`config.mk`:
```
export PLATFORM = sky130hd
export DESIGN_NAME = i2c_reg_reader
export DESIGN_NICKNAME = d
export VERILOG_FILES = /design/src/rtl/i2c_tgt_pkg.sv /design/src/rtl/i2c_tgt_sync.sv /design/src/rtl/i2c_tgt_ptr.sv /design/src/rtl/i2c_tgt_ctrl.sv /design/src/rtl/i2c_reg_reader.sv
export SDC_FILE = /design/constraint.sdc
export NUM_CORES = 1
export LEC_CHECK = 0
export ABC_CLOCK_PERIOD_IN_PS = 2600
export BUFFER_PORTS_ARGS = -buffer_cell sky130_fd_sc_hd__buf_2
export CAP_MARGIN = 40
export CORE_MARGIN = 5
export CORE_UTILIZATION = 35
export CTS_BUF_LIST = sky130_fd_sc_hd__clkbuf_8
export DETAILED_ROUTE_END_ITERATION = 16
export GPL_TIMING_DRIVEN = 0
export HOLD_SLACK_MARGIN = 0.05
export SLEW_MARGIN = 15
export SYNTH_ARGS = -nofsm -noshare
export SYNTH_HDL_FRONTEND = slang
export SYNTH_SLANG_ARGS = --single-unit
```
`constraint.sdc`:
```
create_clock -name clk -period 2.6 [get_ports clk]
set_clock_uncertainty 0.1 [all_clocks]
set_input_delay 0.39 -clock clk [delete_from_list [all_inputs] [get_ports clk]]
set_output_delay 0.39 -clock clk [all_outputs]
set_load 0.02 [all_outputs]
```
`src/rtl/i2c_tgt_pkg.sv`:
```
package i2c_tgt_pkg;

  typedef enum logic [2:0] {
    ST_IDLE,
    ST_ADDR,
    ST_ADDR_ACK,
    ST_REG,
    ST_REG_ACK,
    ST_TX,
    ST_TX_ACK
  } tgt_state_t;

  // next register index, wrapping at the end of the file
  function automatic int unsigned ptr_wrap_inc(int unsigned p, int unsigned n);
    return (p + 1 >= n) ? 32'd0 : p + 1;
  endfunction

  // register index taken from a received byte
  function automatic int unsigned ptr_from_byte(int unsigned b, int unsigned n);
    return b % n;
  endfunction

  // address byte: bits 7..1 are the bus address, bit 0 the direction
  function automatic logic addr_hit(logic [7:0] frame, logic [6:0] own);
    return frame[7:1] == own;
  endfunction

endpackage

```
`src/rtl/i2c_tgt_sync.sv`:
```
module i2c_tgt_sync #(
  parameter int STAGES = 2
) (
  input  logic clk,
  input  logic rst_n,
  input  logic scl_i,
  input  logic sda_i,
  output logic scl_s,
  output logic sda_s,
  output logic scl_rise,
  output logic scl_fall,
  output logic start_ev,
  output logic stop_ev
);

  localparam int PW = 2 * STAGES;

  logic [PW-1:0] pipe;
  logic [1:0]    cur;
  logic [1:0]    last;

  always_ff @(posedge clk or negedge rst_n) begin
    if (!rst_n) begin
      pipe <= '1;
      last <= 2'b11;
    end else begin
      pipe <= {pipe[PW-3:0], scl_i, sda_i};
      last <= cur;
    end
  end

  assign cur   = pipe[PW-1 -: 2];
  assign scl_s = cur[1];
  assign sda_s = cur[0];

  assign scl_rise = cur[1] & ~last[1];
  assign scl_fall = ~cur[1] & last[1];
  // data edges while the clock stays high
  assign start_ev = cur[1] & last[1] & last[0] & ~cur[0];
  assign stop_ev  = cur[1] & last[1] & ~last[0] & cur[0];

endmodule

```
`src/rtl/i2c_tgt_ptr.sv`:
```
module i2c_tgt_ptr
  import i2c_tgt_pkg::*;
#(
  parameter int NUM_REGS = 12,
  parameter int PTR_W    = 4
) (
  input  logic             clk,
  input  logic             rst_n,
  input  logic             load,
  input  logic [7:0]       load_byte,
  input  logic             inc,
  output logic [PTR_W-1:0] ptr
);

  always_ff @(posedge clk or negedge rst_n) begin
    if (!rst_n) begin
      ptr <= '0;
    end else if (load) begin
      ptr <= PTR_W'(ptr_from_byte(32'(load_byte), NUM_REGS));
    end else if (inc) begin
      ptr <= PTR_W'(ptr_wrap_inc(32'(ptr), NUM_REGS));
    end
  end

endmodule

```
`src/rtl/i2c_tgt_ctrl.sv`:
```
module i2c_tgt_ctrl
  import i2c_tgt_pkg::*;
#(
  parameter logic [6:0] OWN_ADDR  = 7'h2A,
  parameter int         BYTE_BITS = 8
) (
  input  logic       clk,
  input  logic       rst_n,
  input  logic       scl_rise,
  input  logic       scl_fall,
  input  logic       sda_s,
  input  logic       start_ev,
  input  logic       stop_ev,
  input  logic [7:0] rd_data,
  output logic       sda_oe,
  output logic       ptr_load,
  output logic [7:0] ptr_byte,
  output logic       ptr_inc,
  output tgt_state_t st
);

  localparam int CNT_W = $clog2(BYTE_BITS + 1);

  logic [7:0]       shreg;
  logic [CNT_W-1:0] bitcnt;
  logic             rw;
  logic             ctl_ack;
  logic             rx_full;
  logic             rx_done;
  logic             tx_last;

  assign rx_full  = (bitcnt == CNT_W'(BYTE_BITS));
  assign rx_done  = scl_fall && rx_full;
  assign tx_last  = (bitcnt == CNT_W'(BYTE_BITS - 1));
  assign ptr_load = (st == ST_REG) && rx_done;
  assign ptr_byte = shreg;
  assign ptr_inc  = (st == ST_TX) && scl_fall && tx_last;

  always_ff @(posedge clk or negedge rst_n) begin
    if (!rst_n) begin
      st      <= ST_IDLE;
      shreg   <= '0;
      bitcnt  <= '0;
      rw      <= 1'b0;
      ctl_ack <= 1'b0;
      sda_oe  <= 1'b0;
    end else if (stop_ev) begin
      st     <= ST_IDLE;
      bitcnt <= '0;
      sda_oe <= 1'b0;
    end else if (start_ev) begin
      st     <= ST_ADDR;
      bitcnt <= '0;
      sda_oe <= 1'b0;
    end else begin
      unique case (st)
        ST_IDLE: ;
        ST_ADDR, ST_REG: begin
          if (scl_rise && !rx_full) begin
            shreg  <= {shreg[6:0], sda_s};
            bitcnt <= bitcnt + 1'b1;
          end else if (rx_done) begin
            bitcnt <= '0;
            if (st == ST_REG) begin
              st     <= ST_REG_ACK;
              sda_oe <= 1'b1;
            end else if (addr_hit(shreg, OWN_ADDR)) begin
              st     <= ST_ADDR_ACK;
              rw     <= shreg[0];
              sda_oe <= 1'b1;
            end else begin
              st <= ST_IDLE;
            end
          end
        end
        ST_ADDR_ACK: begin
          if (scl_fall) begin
            bitcnt <= '0;
            if (rw) begin
              st     <= ST_TX;
              shreg  <= rd_data;
              sda_oe <= ~rd_data[7];
            end else begin
              st     <= ST_REG;
              sda_oe <= 1'b0;
            end
          end
        end
        ST_REG_ACK: begin
          if (scl_fall) begin
            st     <= ST_IDLE;
            sda_oe <= 1'b0;
          end
        end
        ST_TX: begin
          if (scl_fall) begin
            if (tx_last) begin
              st     <= ST_TX_ACK;
              bitcnt <= '0;
              sda_oe <= 1'b0;
            end else begin
              shreg  <= {shreg[6:0], 1'b0};
              sda_oe <= ~shreg[6];
              bitcnt <= bitcnt + 1'b1;
            end
          end
        end
        ST_TX_ACK: begin
          if (scl_rise) begin
            ctl_ack <= ~sda_s;
          end else if (scl_fall) begin
            if (ctl_ack) begin
              st     <= ST_TX;
              shreg  <= rd_data;
              sda_oe <= ~rd_data[7];
            end else begin
              st <= ST_IDLE;
            end
          end
        end
        default: st <= ST_IDLE;
      endcase
    end
  end

endmodule

```
`src/rtl/i2c_reg_reader.sv`:
```
module i2c_reg_reader
  import i2c_tgt_pkg::*;
#(
  parameter logic [6:0] TARGET_ADDR = 7'h2A,
  parameter int         NUM_REGS    = 12,
  parameter int         SYNC_STAGES = 2,
  localparam int        PTR_W       = (NUM_REGS > 1) ? $clog2(NUM_REGS) : 1
) (
  input  logic             clk,
  input  logic             rst_n,
  input  logic             scl_i,
  input  logic             sda_i,
  output logic             sda_oe,
  output logic [PTR_W-1:0] rd_addr,
  input  logic [7:0]       rd_data
);

  logic       scl_s;
  logic       sda_s;
  logic       scl_rise;
  logic       scl_fall;
  logic       start_ev;
  logic       stop_ev;
  logic       ptr_load;
  logic       ptr_inc;
  logic [7:0] ptr_byte;
  tgt_state_t st_w;

  i2c_tgt_sync #(.STAGES(SYNC_STAGES)) u_sync (
    .clk      (clk),
    .rst_n    (rst_n),
    .scl_i    (scl_i),
    .sda_i    (sda_i),
    .scl_s    (scl_s),
    .sda_s    (sda_s),
    .scl_rise (scl_rise),
    .scl_fall (scl_fall),
    .start_ev (start_ev),
    .stop_ev  (stop_ev)
  );

  i2c_tgt_ctrl #(.OWN_ADDR(TARGET_ADDR), .BYTE_BITS(8)) u_ctrl (
    .clk      (clk),
    .rst_n    (rst_n),
    .scl_rise (scl_rise),
    .scl_fall (scl_fall),
    .sda_s    (sda_s),
    .start_ev (start_ev),
    .stop_ev  (stop_ev),
    .rd_data  (rd_data),
    .sda_oe   (sda_oe),
    .ptr_load (ptr_load),
    .ptr_byte (ptr_byte),
    .ptr_inc  (ptr_inc),
    .st       (st_w)
  );

  i2c_tgt_ptr #(.NUM_REGS(NUM_REGS), .PTR_W(PTR_W)) u_ptr (
    .clk       (clk),
    .rst_n     (rst_n),
    .load      (ptr_load),
    .load_byte (ptr_byte),
    .inc       (ptr_inc),
    .ptr       (rd_addr)
  );

endmodule

```
==> flow_results.xml <==
<?xml version="1.0" encoding="UTF-8"?>
<metrics>
  <group name="floorplan">
    <metric name="design.die.area" unit="sq um">7660</metric>
    <metric name="core_rows" unit="">28</metric>
    <metric name="die_extent_in_y" unit="um">87.5</metric>
    <metric name="core_footprint" unit="sq um">5890</metric>
    <metric name="chipWidth" unit="um">87.5</metric>
    <metric name="io_pins" unit="">17</metric>
    <metric name="floorplan.initialDensity" unit="%">35.8</metric>
  </group>
  <group name="timing">
    <metric name="final-setup-viol-count" unit="">0</metric>
    <metric name="fin_crit_sh" unit="%">95.1</metric>
    <metric name="final_max_slew_viol_count" unit="">0</metric>
    <metric name="final_period_minus_worst_setup_slack" unit="ns">2.47</metric>
    <metric name="totalNegativeSetupSlack" unit="ns">0</metric>
    <metric name="max_slew_margin" unit="%">59.2</metric>
    <metric name="timing.fmax" unit="MHz">404</metric>
    <metric name="tightestPinTransition" unit="ns">0.608</metric>
    <metric name="final_hold_viol_count" unit="">0</metric>
    <metric name="unrepaired_setup_endpoints_after_global_routing" unit="">no</metric>
  </group>
  <group name="clocking">
    <metric name="postCtsSetupBuffers" unit="">0</metric>
    <metric name="cts_tree" unit="">yes</metric>
    <metric name="cts_htree_levels" unit="">1</metric>
    <metric name="tritoncts_num_sinks" unit="">28</metric>
    <metric name="ctsLongestPathBuffers" unit="">2</metric>
    <metric name="clock_latency" unit="ns">0.27</metric>
    <metric name="worst_setup_hold_path_clk_slew" unit="ns">0.09</metric>
    <metric name="root_cell_of_the_clock_tree" unit="">clkbuf_8</metric>
    <metric name="cts_inserted_buffers" unit="">3</metric>
  </group>
  <group name="finish">
    <metric name="antenna_cells" unit="">0</metric>
    <metric name="fin_nets" unit="">276</metric>
    <metric name="finalCoreUtilization" unit="%">39.8</metric>
    <metric name="drive_gt1_share" unit="%">20.9</metric>
    <metric name="syn_to_final_growth" unit="%">11.4</metric>
    <metric name="fillers" unit="">600</metric>
  </group>
  <group name="outcome">
    <metric name="run_status" unit="">complete, no violations</metric>
  </group>
  <group name="synth">
    <metric name="synthesis.instances" unit="">237</metric>
    <metric name="synth_seq_area_share" unit="%">33.7</metric>
    <metric name="synth_edf_count" unit="">0</metric>
    <metric name="synth_cell_types" unit="">63</metric>
    <metric name="flops_latches_synth" unit="">28</metric>
    <metric name="synth_top_area_cell" unit="">dfrtp_1</metric>
    <metric name="synthesis.area" unit="sq um">2100</metric>
    <metric name="ys_async_sr_fraction" unit="%">100</metric>
    <metric name="syn_nets" unit="">254</metric>
    <metric name="ys_top_cells_by_area" unit="">dfrtp_1 26%, dfstp_2 7.5%, mux2_2 5.9%, nand2_1 4.5%, o21ai_0 4.0%</metric>
    <metric name="synth_top_area_share" unit="%">26.2</metric>
    <metric name="synth.avg_cell_area" unit="sq um">8.88</metric>
    <metric name="ys_dominant_reg_cell" unit="">dfrtp_1</metric>
    <metric name="yosysWarningCount" unit="">0</metric>
  </group>
  <group name="worst_setup_path">
    <metric name="path_max_fanout" unit="">10</metric>
    <metric name="crit_buf_inv" unit="">2</metric>
    <metric name="cpMaxStageDelayCell" unit="">or3b_2</metric>
    <metric name="cp_cell_sequence" unit="">clkbuf_2 &gt; clkbuf_1 &gt; ha_1 &gt; or3b_2 &gt; a21oi_1 &gt; o32a_1 &gt; a21oi_1 &gt; a31o_2</metric>
    <metric name="crit_required" unit="ns">2.67</metric>
    <metric name="worst-endpoint-arrival" unit="ns">2.54</metric>
    <metric name="setup.worst_path.class" unit="">flop to flop</metric>
    <metric name="cp_slowest_stage_delay" unit="ns">0.47</metric>
    <metric name="crit_top_cell" unit="">a21oi_1</metric>
    <metric name="critical_path.startpoint_type" unit="">flop</metric>
    <metric name="worstSetupEndpointType" unit="">flop</metric>
    <metric name="critPathTopFamily" unit="">compound AO/OA/AOI/OAI gates</metric>
  </group>
  <group name="grt">
    <metric name="grt_start_max_net_pins" unit="">29</metric>
    <metric name="global_route_wire_length_before_repair" unit="mm">8.16</metric>
    <metric name="remaining_global_route_overflow" unit="">0</metric>
    <metric name="antenna_found_initial" unit="">0</metric>
    <metric name="grt_pass1_vias" unit="">1688</metric>
    <metric name="grtUsageTotal" unit="%">13.0</metric>
  </group>
  <group name="placed_design">
    <metric name="place.detailed.hpwl" unit="mm">3.55</metric>
    <metric name="port_buffers" unit="">16</metric>
    <metric name="gp_congestion" unit="">0.869</metric>
  </group>
  <group name="power">
    <metric name="power.density" unit="nW/um^2">681</metric>
    <metric name="leakagePower" unit="nW">0.940</metric>
    <metric name="post-layout-total-power" unit="mW">1.60</metric>
    <metric name="irDropWorstVdd" unit="uV">322</metric>
  </group>
  <group name="min_path">
    <metric name="worstHoldPathType" unit="">input port to flop</metric>
  </group>
  <group name="routing">
    <metric name="drt_pre_antenna_iters" unit="">4</metric>
    <metric name="drt_wl_total" unit="mm">4.74</metric>
    <metric name="antenna_violating_nets_post_route" unit="">0</metric>
    <metric name="drt-wirelength-per-cell" unit="um">14.2</metric>
    <metric name="dr_vias" unit="">1820</metric>
    <metric name="detailedRoute.firstIterationViolations" unit="">94</metric>
    <metric name="detail_route.drc_violations" unit="">0</metric>
    <metric name="route.detailed.vias_per_inst" unit="">5.47</metric>
  </group>
  <group name="flow_run">
    <metric name="maxCapViolations" unit="">0</metric>
  </group>
</metrics>
-- through the flow --
| stage | setup slack, ns | cells | instance area (sq um) | hold WS (ns) |
|---|---|---|---|---|
| 2_1_floorplan | 0.330 | 237 | 2100 | -0.00559 |
| 3_3_place_gp | 0.0991 | 328 | 2280 | 0.246 |
| 3_5_place_dp | 0.0730 | 328 | 2280 | 0.247 |
| 4_1_cts | 0.0557 | 333 | 2340 | 0.0983 |
| 5_1_grt | 0.0195 | 333 | 2340 | 0.0866 |
| 6_report | 0.126 | 333 | 2340 | 0.106 |
-- layout by cell type (no fill, tap or decap), drive strengths merged, types with 3 or more instances in the layout --
cell type   n
nor2b       8
nand3b      5
nor2       18
nand3       6
ha          5
nor3        7
or3b        3
buf        18
inv         9
dfrtp      22
nand2      25
mux2       11
dfstp       6
a22o        3
nand2b      4
o21ai      17
mux2i       7
a21oi      15
xnor2       3
nor4        4
clkbuf     13
-- per-layer routing --
| metal | global-route usage, % | wire length [um] | vias up |
|---|---|---|---|
| li1 | - | - | 932 |
| met1 | 19.4 | 2480 | 852 |
| met2 | 19.9 | 2070 | 32 |
| met3 | 2.16 | 145 | 4 |
| met4 | 2.51 | 48 | 0 |
| met5 | 0 | 0 | - |
-- sequential cells by signal (all words and copies together) (netlist names) --
register and count:
u_ctrl.ctl_ack 1, u_ctrl.sda_oe 1, u_sync.pipe 4, u_ctrl.bitcnt 4
u_ctrl.st 3, u_ctrl.rw 1, u_sync.last 2, u_ctrl.ptr_byte 8
u_ptr.ptr 4
-- cells in the mapped netlist (6+ instances only) --
library cell	n
nand2_1	25
dfrtp_1	22
inv_1	9
mux2i_1	7
o21ai_0	17
nand3_1	6
dfstp_2	6
mux2_2	11
a21oi_1	15
nor2_1	17
clkbuf_1	9
nor3_1	6
nor2b_1	7
-- final timing paths --
| check | cells past startpoint | slack (ns) | from | end |
|---|---|---|---|---|
| worst min register to register | 0 | 0.26 | u_sync.pipe[1]$_DFF_PN1_ | u_sync.pipe[3]$_DFF_PN1_ |
| min in group asynchronous | 2 | 0.56 | rst_n | u_ctrl.bitcnt[3]$_DFFE_PN0P_ |
| worst max-delay path | 8 | 0.13 | u_ctrl.ptr_byte[6]$_DFFE_PN0P_ | u_ptr.ptr[3]$_DFFE_PN0P_ |
| worst min-delay path | 1 | 0.11 | scl_i | u_sync.pipe[1]$_DFF_PN1_ |
| max in group asynchronous | 2 | 1.44 | rst_n | u_ctrl.ptr_byte[5]$_DFFE_PN0P_ |
| worst max register to register | 8 | 0.13 | u_ctrl.ptr_byte[6]$_DFFE_PN0P_ | u_ptr.ptr[3]$_DFFE_PN0P_ |
-- report_power, final --
part           switching (mW)  internal (mW)  leakage [nW]  total, mW
Clock                   0.131          0.136        0.0288      0.266
Sequential             0.0783          0.506         0.360      0.585
Combinational           0.426          0.318         0.551      0.745
-- area by class of cell --
type	count	area (sq um)	share of cell area [%]
Buffer	11	45.0	1.92
Clock buffer	4	55.1	2.35
Inverter	9	33.8	1.44
Multi-Input combinational cell	189	1320	56.2
Sequential cell	28	708	30.2
Tap cell	75	93.8	4.00
Timing Repair Buffer	17	90.1	3.84
-- logic make-up (layout without fill, tap and decap cells) --
kind of cell | count (synthesis) | in the layout | share of synthesized area (%)
AOI/OAI and AO/OA | 66 | 66 | 21.8
xor gates and xnor gates | 3 | 3 | 1.25
adders and majority gates | 5 | 5 | 2.97
buffers and inverters | 20 | 41 | 3.69
DFF | 28 | 28 | 33.7
muxes | 18 | 18 | 9.22
and+or+nand+nor | 97 | 97 | 27.5
-- timing repair --
item	4_1_cts	5_1_grt
endpoints found under the setup margin	0	2
hold endpoints to repair	22	0
resized for setup	0	2
hold buffers	1	0
Power figures use the tool's default switching activity.
